**src/rtl/bus_req_pkg.sv**
```systemverilog
package bus_req_pkg;

  typedef enum logic [2:0] {
    ST_IDLE    = 3'd0,
    ST_REQUEST = 3'd1,
    ST_MASTER  = 3'd2,
    ST_RELEASE = 3'd3,
    ST_HOLDOFF = 3'd4
  } req_state_t;

  typedef struct packed {
    logic stay;   // keep requesting / hold mastership
    logic wneg;   // wait for line negation before re-request
    logic rwd;    // release after each completed cycle
    logic never;  // never release while set
  } req_policy_t;

  // configuration bit positions (fixed register layout)
  localparam int BIT_NEVER = 3;
  localparam int BIT_RWD   = 4;
  localparam int BIT_WNEG  = 5;
  localparam int BIT_HAVE  = 6;
  localparam int BIT_STAY  = 7;

  function automatic int cycles_for(input int ps, input int period_ps);
    return (ps + period_ps - 1) / period_ps;
  endfunction

endpackage

```
**src/rtl/req_cfg_reg.sv**
```systemverilog
module req_cfg_reg
  import bus_req_pkg::*;
#(
  parameter int NUM_LEVELS = 4,
  parameter int LVL_W      = $clog2(NUM_LEVELS)
) (
  input  logic             clk,
  input  logic             rst,
  input  logic             wr_en,
  input  logic [7:0]       wr_data,
  input  logic             apply_lvl,
  input  logic             have_bus,
  output req_policy_t      policy,
  output logic [LVL_W-1:0] active_lvl,
  output logic [7:0]       rd_data
);

  localparam logic [LVL_W-1:0] TOP_LVL = LVL_W'(NUM_LEVELS - 1);

  logic [LVL_W-1:0] pend_lvl;
  logic             unused_wr_bits;

  assign unused_wr_bits = ^{wr_data[BIT_HAVE], wr_data[2]};

  always_ff @(posedge clk) begin
    if (rst) begin
      policy     <= '0;
      pend_lvl   <= TOP_LVL;
      active_lvl <= TOP_LVL;
    end else begin
      if (wr_en) begin
        policy.stay  <= wr_data[BIT_STAY];
        policy.wneg  <= wr_data[BIT_WNEG];
        policy.rwd   <= wr_data[BIT_RWD];
        policy.never <= wr_data[BIT_NEVER];
        pend_lvl     <= wr_data[LVL_W-1:0];
      end
      if (apply_lvl) begin
        active_lvl <= (wr_en) ? wr_data[LVL_W-1:0] : pend_lvl;
      end
    end
  end

  always_comb begin
    rd_data            = '0;
    rd_data[LVL_W-1:0] = active_lvl;
    rd_data[BIT_NEVER] = policy.never;
    rd_data[BIT_RWD]   = policy.rwd;
    rd_data[BIT_WNEG]  = policy.wneg;
    rd_data[BIT_HAVE]  = have_bus;
    rd_data[BIT_STAY]  = policy.stay;
  end

endmodule

```
**src/rtl/req_holdoff_timer.sv**
```systemverilog
module req_holdoff_timer #(
  parameter int NEG_CYC = 19,
  parameter int DRV_CYC = 25
) (
  input  logic clk,
  input  logic rst,
  input  logic run,
  input  logic line_in,
  output logic done
);

  localparam int MAXC = (NEG_CYC > DRV_CYC) ? NEG_CYC : DRV_CYC;
  localparam int CW   = (MAXC < 2) ? 1 : $clog2(MAXC);
  localparam logic [CW-1:0] NEG_LAST = CW'(NEG_CYC - 1);
  localparam logic [CW-1:0] DRV_LAST = CW'(DRV_CYC - 1);

  logic [CW-1:0] cnt;
  logic          drive_phase;

  always_ff @(posedge clk) begin
    if (rst || !run) begin
      cnt         <= '0;
      drive_phase <= 1'b0;
    end else if (!drive_phase) begin
      if (line_in) begin
        cnt <= '0;
      end else if (cnt == NEG_LAST) begin
        cnt         <= '0;
        drive_phase <= 1'b1;
      end else begin
        cnt <= cnt + 1'b1;
      end
    end else if (cnt != DRV_LAST) begin
      cnt <= cnt + 1'b1;
    end
  end

  assign done = run && drive_phase && (cnt == DRV_LAST);

endmodule

```
**src/rtl/req_fsm.sv**
```systemverilog
module req_fsm
  import bus_req_pkg::*;
#(
  parameter int NUM_LEVELS = 4,
  parameter int LVL_W      = $clog2(NUM_LEVELS)
) (
  input  logic                  clk,
  input  logic                  rst,
  input  logic                  want,
  input  req_policy_t           policy,
  input  logic [LVL_W-1:0]      active_lvl,
  input  logic                  grant_in,
  input  logic                  other_req,
  input  logic                  cycle_done,
  input  logic                  holdoff_done,
  output req_state_t            state,
  output logic                  apply_lvl,
  output logic [NUM_LEVELS-1:0] br_out,
  output logic                  bbsy,
  output logic                  have_bus
);

  req_state_t            nxt;
  logic [NUM_LEVELS-1:0] lvl_onehot;
  logic                  release_now;

  for (genvar g = 0; g < NUM_LEVELS; g++) begin : g_dec
    assign lvl_onehot[g] = (active_lvl == LVL_W'(g));
  end

  always_comb begin
    if (policy.stay || policy.never) release_now = 1'b0;
    else if (policy.rwd)             release_now = cycle_done;
    else                             release_now = other_req;
  end

  always_comb begin
    nxt       = state;
    apply_lvl = 1'b0;
    unique case (state)
      ST_IDLE:    if (want) nxt = ST_REQUEST;
      ST_REQUEST: if (grant_in) nxt = ST_MASTER;
      ST_MASTER: begin
        if (release_now) begin
          nxt       = ST_RELEASE;
          apply_lvl = 1'b1;
        end
      end
      ST_RELEASE: nxt = policy.wneg ? ST_HOLDOFF : ST_IDLE;
      ST_HOLDOFF: if (holdoff_done) nxt = ST_IDLE;
      default:    nxt = ST_IDLE;
    endcase
  end

  always_ff @(posedge clk) begin
    if (rst) begin
      state    <= ST_IDLE;
      br_out   <= '0;
      bbsy     <= 1'b0;
      have_bus <= 1'b0;
    end else begin
      state    <= nxt;
      br_out   <= (nxt == ST_REQUEST) ? lvl_onehot : '0;
      bbsy     <= (nxt == ST_MASTER);
      have_bus <= (nxt == ST_MASTER);
    end
  end

endmodule

```
**src/rtl/bus_requester_top.sv**
```systemverilog
module bus_requester_top
  import bus_req_pkg::*;
#(
  parameter int NUM_LEVELS    = 4,
  parameter int CLK_PERIOD_PS = 8000,
  parameter int NEG_MIN_PS    = 150000,
  parameter int DRV_MIN_PS    = 200000
) (
  input  logic                  clk,
  input  logic                  rst,
  input  logic                  cfg_we,
  input  logic [7:0]            cfg_wdata,
  output logic [7:0]            cfg_rdata,
  input  logic                  loc_req,
  input  logic                  loc_done,
  input  logic                  bg_in,
  input  logic [NUM_LEVELS-1:0] br_others,
  output logic [NUM_LEVELS-1:0] br_out,
  output logic                  bbsy,
  output logic                  have_bus
);

  localparam int LVL_W   = $clog2(NUM_LEVELS);
  localparam int NEG_CYC = cycles_for(NEG_MIN_PS, CLK_PERIOD_PS);
  localparam int DRV_CYC = cycles_for(DRV_MIN_PS, CLK_PERIOD_PS);

  req_policy_t      policy_w;
  logic [LVL_W-1:0] active_lvl_w;
  logic             apply_w;
  logic             hold_done_w;
  req_state_t       state_w;

  req_cfg_reg #(.NUM_LEVELS(NUM_LEVELS), .LVL_W(LVL_W)) u_cfg (
    .clk       (clk),
    .rst       (rst),
    .wr_en     (cfg_we),
    .wr_data   (cfg_wdata),
    .apply_lvl (apply_w),
    .have_bus  (have_bus),
    .policy    (policy_w),
    .active_lvl(active_lvl_w),
    .rd_data   (cfg_rdata)
  );

  req_holdoff_timer #(.NEG_CYC(NEG_CYC), .DRV_CYC(DRV_CYC)) u_hold (
    .clk    (clk),
    .rst    (rst),
    .run    (state_w == ST_HOLDOFF),
    .line_in(br_others[active_lvl_w]),
    .done   (hold_done_w)
  );

  req_fsm #(.NUM_LEVELS(NUM_LEVELS), .LVL_W(LVL_W)) u_fsm (
    .clk         (clk),
    .rst         (rst),
    .want        (loc_req | policy_w.stay),
    .policy      (policy_w),
    .active_lvl  (active_lvl_w),
    .grant_in    (bg_in),
    .other_req   (|br_others),
    .cycle_done  (loc_done),
    .holdoff_done(hold_done_w),
    .state       (state_w),
    .apply_lvl   (apply_w),
    .br_out      (br_out),
    .bbsy        (bbsy),
    .have_bus    (have_bus)
  );

endmodule

```
**config.mk**
```make
export PLATFORM = sky130hd
export DESIGN_NAME = bus_requester_top
export DESIGN_NICKNAME = d
export VERILOG_FILES = /design/src/rtl/bus_req_pkg.sv /design/src/rtl/req_cfg_reg.sv /design/src/rtl/req_holdoff_timer.sv /design/src/rtl/req_fsm.sv /design/src/rtl/bus_requester_top.sv
export SDC_FILE = /design/constraint.sdc
export NUM_CORES = 1
export LEC_CHECK = 0
export BUFFER_PORTS_ARGS = -buffer_cell sky130_fd_sc_hd__buf_2
export CORE_MARGIN = 3
export CORE_UTILIZATION = 48
export DETAILED_ROUTE_END_ITERATION = 10
export PLACE_DENSITY_LB_ADDON = 0.25
export SYNTH_ARGS = -nofsm -noshare
export SYNTH_HDL_FRONTEND = slang
export SYNTH_SLANG_ARGS = --single-unit
```
**constraint.sdc**
```tcl
create_clock -name clk -period 1.65 [get_ports clk]
set_input_delay 0.33 -clock clk [delete_from_list [all_inputs] [get_ports clk]]
set_output_delay 0.33 -clock clk [all_outputs]
set_load 0.005 [all_outputs]
```
# Yosys cells after proc, flatten, opt, wreduce, memory -nomap -nowiden
# Index checks and enable logic that the tools add are counted.
[word_totals]
input_bits = 18
word_cells = 57
register_bits = 22
out_inout_bits = 14
[classes]
n_mux = 20
addsub = 1
n_eq_ne = 13
reduce_logical = 9
magnitude_cmp = 1
n_bitwise = 2
[ops]
columns = ["operator", "count"]
rows = [
  ["$mux 5", 4],
  ["$mux 3", 5],
  ["$pmux 3 s5", 1],
  ["$eq 5x5->1 const B", 2],
  ["$eq 3x2->1 const B", 3],
  ["$mux 1", 8],
  ["$eq 3x1->1 const B", 2],
  ["$add 5x1->5 const B", 1],
  ["$ne 5x5->1 const B", 1],
  ["$eq 2x2->1 const B", 2],
  ["$reduce_or 4->1", 1],
  ["$eq 3x3->1 const B", 1],
  ["$logic_not 3->1", 1],
  ["$lt 2x3->1 const B", 1],
  ["$bmux 1 s2", 1],
  ["$eq 2x1->1 const B", 1],
  ["$logic_and 1x1->1", 2],
  ["$logic_not 2->1", 1],
  ["$logic_or 1x1->1", 2],
  ["$mux 2", 1],
  ["$ne 2x2->1 const B", 1],
  ["$reduce_or 2->1", 1],
  ["$logic_not 1->1", 1],
  ["$not 1->1", 1],
  ["$or 1x1->1", 1],
]

# Depth between registers and ports, before layout
[logic_depth]
word_depth = 8
ltp_mapped = 6
depth_no_buf = 6

# Cells and area by module
# A second synthesis with hierarchy kept.
[hier_totals]
hier_cells = 118
hier_area_um2 = 1132.3
[by_module_without_submodules]
columns = ["module", "seq_area_each_um2", "area_each_um2", "cells_per_inst", "instances"]
rows = [
  ["req_fsm", 160.2, 387.9, 39, 1],
  ["req_cfg_reg", 160.2, 354.1, 36, 1],
  ["req_holdoff_timer", 120.1, 346.6, 39, 1],
  ["bus_requester_top", 0.0, 43.8, 4, 1],
]

# Worst setup path before layout
# Ideal clock, no wire load.
[synth_path]
path_type = "flip-flop to flip-flop"
from = "register u_cfg.active_lvl[1]"
to = "register u_hold.cnt[2]"
arrival_ps = 1305
setup_ps = 73
required_time_ps = 1577
n_path_buf = 0
path_stages_with_launch = 5
slack_ps = 272
synth_period_minus_slack_ps = 1378
path_cell_list = "dfxtp_1 > mux4_2 > o21ai_2 > nand2_2 > nor3_2"
[synth_via]
elab_chain_len = 4
[synth_lines]
columns = ["element", "line", "rtl"]
rows = [
  ["from (decl)", "req_cfg_reg.sv:14", "output logic [LVL_W-1:0] active_lvl,"],
  ["from (signal assigned)", "req_cfg_reg.sv:39", "active_lvl <= (wr_en) ? wr_data[LVL_W-1:0] : pend_lvl;"],
  ["$bmux 1 s2", "bus_requester_top.sv:49", ".line_in(br_others[active_lvl_w]),"],
  ["$mux 1 (not written as such)", "bus_requester_top.sv:49", ""],
  ["$mux 5", "req_holdoff_timer.sv:25", "if (line_in) begin"],
  ["$mux 5", "req_holdoff_timer.sv:24", "end else if (!drive_phase) begin"],
  ["to (signal assigned)", "req_holdoff_timer.sv:31", "cnt <= cnt + 1'b1;"],
  ["to (signal assigned)", "req_holdoff_timer.sv:34", "cnt <= cnt + 1'b1;"],
  ["to (decl)", "req_holdoff_timer.sv:17", "logic [CW-1:0] cnt;"],
]
# No other way between the ends. The select of a mux whose other input is x is not followed.
# A chain may end at the register's enable or synchronous reset.

# Worst setup path in the final report
[layout_path]
from = "register u_fsm.state[0]"
to = "register u_fsm.br_out[2]"
[layout_via]
elab_chain_len = 8
elab_cells_between_ends = 15
classes_between = "eq/ne: 5; mux: 5; bitwise: 1; reduce/logical: 4"
[layout_lines]
columns = ["element", "line", "rtl"]
rows = [
  ["from (decl)", "req_fsm.sv:16", "output req_state_t state,"],
  ["from (signal assigned)", "req_fsm.sv:62", "state <= nxt;"],
  ["$eq 3x3->1", "req_fsm.sv:40, bus_requester_top.sv:48", ""],
  ["$logic_and 1x1->1 (2 in series)", "req_holdoff_timer.sv:38", "assign done = run && drive_phase && (cnt == DRV_LAST);"],
  ["$mux 3", "req_fsm.sv:50", "ST_HOLDOFF: if (holdoff_done) nxt = ST_IDLE;"],
  ["$pmux 3 s5 (*)", "req_fsm.sv:40", "unique case (state)"],
  ["$eq 3x1->1 (*)", "req_fsm.sv:63", "br_out <= (nxt == ST_REQUEST) ? lvl_onehot : '0;"],
  ["$not 1->1 (no source line) (*)", "-", ""],
  ["$reduce_or 2->1 (no source line) (*)", "-", ""],
  ["to (signal assigned)", "req_fsm.sv:63", ""],
  ["to (decl)", "req_fsm.sv:18", "output logic [NUM_LEVELS-1:0] br_out,"],
]
# Mark *: on every way between the ends. The rest lies on a longest branch, timed or not.

==> impl_metrics.csv <==
group,metric,value,unit
clock_network,cts-root-buf,"clkbuf_4",
power,irDropWorstVdd,668,uV
place,dp_hpwl,1.47,mm
critical_path,worstPathRequired,1870,ps
power,swShare,0.233,
clock_network,clkTransAtPathRegs,120,ps
critical_path,cp_cell_sequence,"nor3_1 -> a2111o_1 -> nand2b_4 -> nor3b_1",
yosys,synthTopCellsByCount,"dfxtp_1, nor2_1, mux2i_1, nand3_1",
power,power_density,858,nW/um^2
clock_network,cts_sinks,22,
finish,diodes,0,
clock_network,clockBufferDepth,2,
detailed_routing,vias_per_cell,5.11,
critical_path,path_class,"register to register",
grt,grt_usage,0.158,
power,power.share.clock,0.296,
finish,syn_to_final_growth,19.3,%
detailed_routing,wl,1.83,mm
yosys,yosys.area.top_type,"dfxtp_1",
timing,setup_tns,0,ps
yosys,yosysSeqAreaShare,0.458,
critical_path,cp_num_buf_inv,0,
critical_path,crit_slowest_cell,"dfxtp_1",
grt,grt_max_degree,13,
critical_path,critPathMaxStageDelay,470,ps
timing,hold_violations,0,
yosys,synth.distinct_cells,35,
detailed_routing,drc,0,
run_status,outcome,"finished clean",
grt,grt_pass1_vias,737,
clock_network,cts_hold_buffers,0,
yosys,avgSynthCellArea,9.91,um^2
grt,antenna_found_initial,0,
finish,stdcell_count,150,
timing,max_freq,0.704,GHz
grt,overflow,0,
power,p_comb_frac,0.121,
clock_network,clk_latency,300,ps
power,p_int,0.000754,W
grt,grt_pass1_wl,3.10,mm
yosys,synth_area,961,um^2
yosys,synthCells,97,
floorplan,coreArea,1800,um^2
power,p_switching,0.000229,W
floorplan,die_area,2570,um^2
timing,fin_crit_sh,0.861,
clock_network,post_cts_resized,0,
worst_hold_path,min-delay-path-class,"input pin to register",
place,finalWeightedCongestion,0.773,
detailed_routing,drt-initial-drc-count,16,
floorplan,start_util,0.533,
floorplan,die_w,50.7,um
critical_path,arrival,1640,ps
clock_network,cts_made_buffers,3,
clock_network,htree_levels,1,
critical_path,startpoint_type,"register",
power,p_leak,0.505,nW
timing,period_needed,1420,ps
timing,drv_slew,0,
yosys,ys_warn_count,0,
critical_path,worst-path-max-fanout,6,
critical_path,cp-end-kind,"register",
yosys,synth-seq-cells,22,
floorplan,num_rows,15,
detailed_routing,post_drt_wl_per_cell,12.2,um
floorplan,chipHeight,50.7,um
yosys,synth.most_common_cell,"dfxtp_1",
yosys,synth_top_cell_area_share,0.458,
finish,drive_gt1_frac,0.328,
timing,fin_skew,7.75,ps
yosys,synth_edf_count,0,
yosys,synth.net_count,118,
yosys,ys.flop_type,"dfxtp_1",
power,seqPwrFrac,0.584,
detailed_routing,drt-pass1-iter-count,4,
detailed_routing,drtAntennaViolNets,0,
finish,nets,147,
floorplan,ios,32,
place,port_buffers,28,
detailed_routing,num_vias,766,
yosys,synth-async-reset-ratio,0,
flow_run,timing.max_cap.violations,0,
critical_path,critical-path-top-delay-family,"flip-flops",
timing,rsz0062_at_grt,"no",
place,placedCellCount,146,
clock_network,cts_tree,"done",
timing,setup-violations-final,0,
clock_network,post_cts_buffers,0,
yosys,synth.area.top_cells,"dfxtp_1, mux2i_1, ha_1",
[logic make-up after synthesis]
logic type	count (synthesis)	share of synthesized area
AND/OR/NAND/NOR	40	0.246
adder cells (fa/ha/maj)	3	0.0391
AO/OA/AOI/OAI	10	0.0729
XOR/XNOR	4	0.0365
buffers and inverters	9	0.0469
flip-flops	22	0.458
multiplexers	8	0.0964
other	1	0.00390
[per-stage QoR]
stage / hold WS (ps) / util / total power [W] / worst slack, ps / instance area [um^2]
after global routing: 248 / 0.636 / 0.00103 / 107 / 1150
final: 247 / 0.636 / 0.000983 / 230 / 1150
after global placement: 461 / 0.616 / 0.000700 / 152 / 1110
after detailed placement: 481 / 0.616 / 0.000704 / 136 / 1110
after floorplan: 438 / - / 0.000660 / 272 / 961
after CTS: 246 / 0.636 / 0.000994 / 230 / 1150
[worst paths after layout]
| path | start | end | slack [ps] | cells past startpoint |
|---|---|---|---|---|
| worst max-delay path | u_fsm.state[0] | u_fsm.br_out[2] | 230 | 4 |
| worst min-delay path | cfg_wdata[4] | u_cfg.policy[1] | 250 | 3 |
| worst max register to register | u_fsm.state[0] | u_fsm.br_out[2] | 230 | 4 |
| worst min register to register | u_cfg.active_lvl[1] | u_fsm.br_out[0] | 500 | 1 |
[worst register-to-register path, delay by kind of cell (launching register included)]
| kind | cells | cell delay (ps) |
|---|---|---|
| flip-flops | 1 | 470 |
| AND/OR/NAND/NOR | 3 | 460 |
| AO/OA/AOI/OAI | 1 | 400 |
[per-layer routing]
layer / up-vias / GRT usage / wire length, um
met5: - / 0 / 0
met4: 0 / 0.0135 / 6
met3: 2 / 0.0623 / 138
met2: 30 / 0.276 / 898
met1: 347 / 0.189 / 789
li1: 387 / - / -
[cells in the final DEF, fill, tap and decap left out, types with 3 or more instances in the layout]
| master | n |
|---|---|
| buf_2 | 28 |
| dfxtp_1 | 22 |
| nor2_1 | 9 |
| mux2i_1 | 7 |
| nand3_1 | 6 |
| inv_1 | 4 |
| nor3_1 | 4 |
| nor2b_1 | 3 |
| nand2_1 | 3 |
| ha_1 | 3 |
| clkbuf_4 | 3 |
[cell type report]
type / count / area, um^2
sequential: 22 / 440
fill: 178 / 656
inverter: 4 / 15.0
tap: 25 / 31.3
timing repair buffer: 29 / 148
clock buffer: 4 / 36.3
multi-input combinational: 66 / 475
[power by group through the flow]
stage | registers, W | logic, W | clock network (W)
floorplan | 0.000584 | 0.0000760 | 0
global placement | 0.000583 | 0.000117 | 0
detailed placement | 0.000586 | 0.000118 | 0
CTS | 0.000574 | 0.000119 | 0.000301
global route | 0.000577 | 0.000133 | 0.000319
finish | 0.000574 | 0.000119 | 0.000291
[registers in the layout, indices dropped and copies added (netlist names)]
signal and count:
u_hold.drive_phase 1, u_fsm.have_bus 1, u_fsm.state 3, u_cfg.pend_lvl 2, u_cfg.active_lvl 2, u_hold.cnt 5, u_fsm.br_out 4, u_cfg.policy 4
Note: power is estimated with default switching activity, not from simulation.
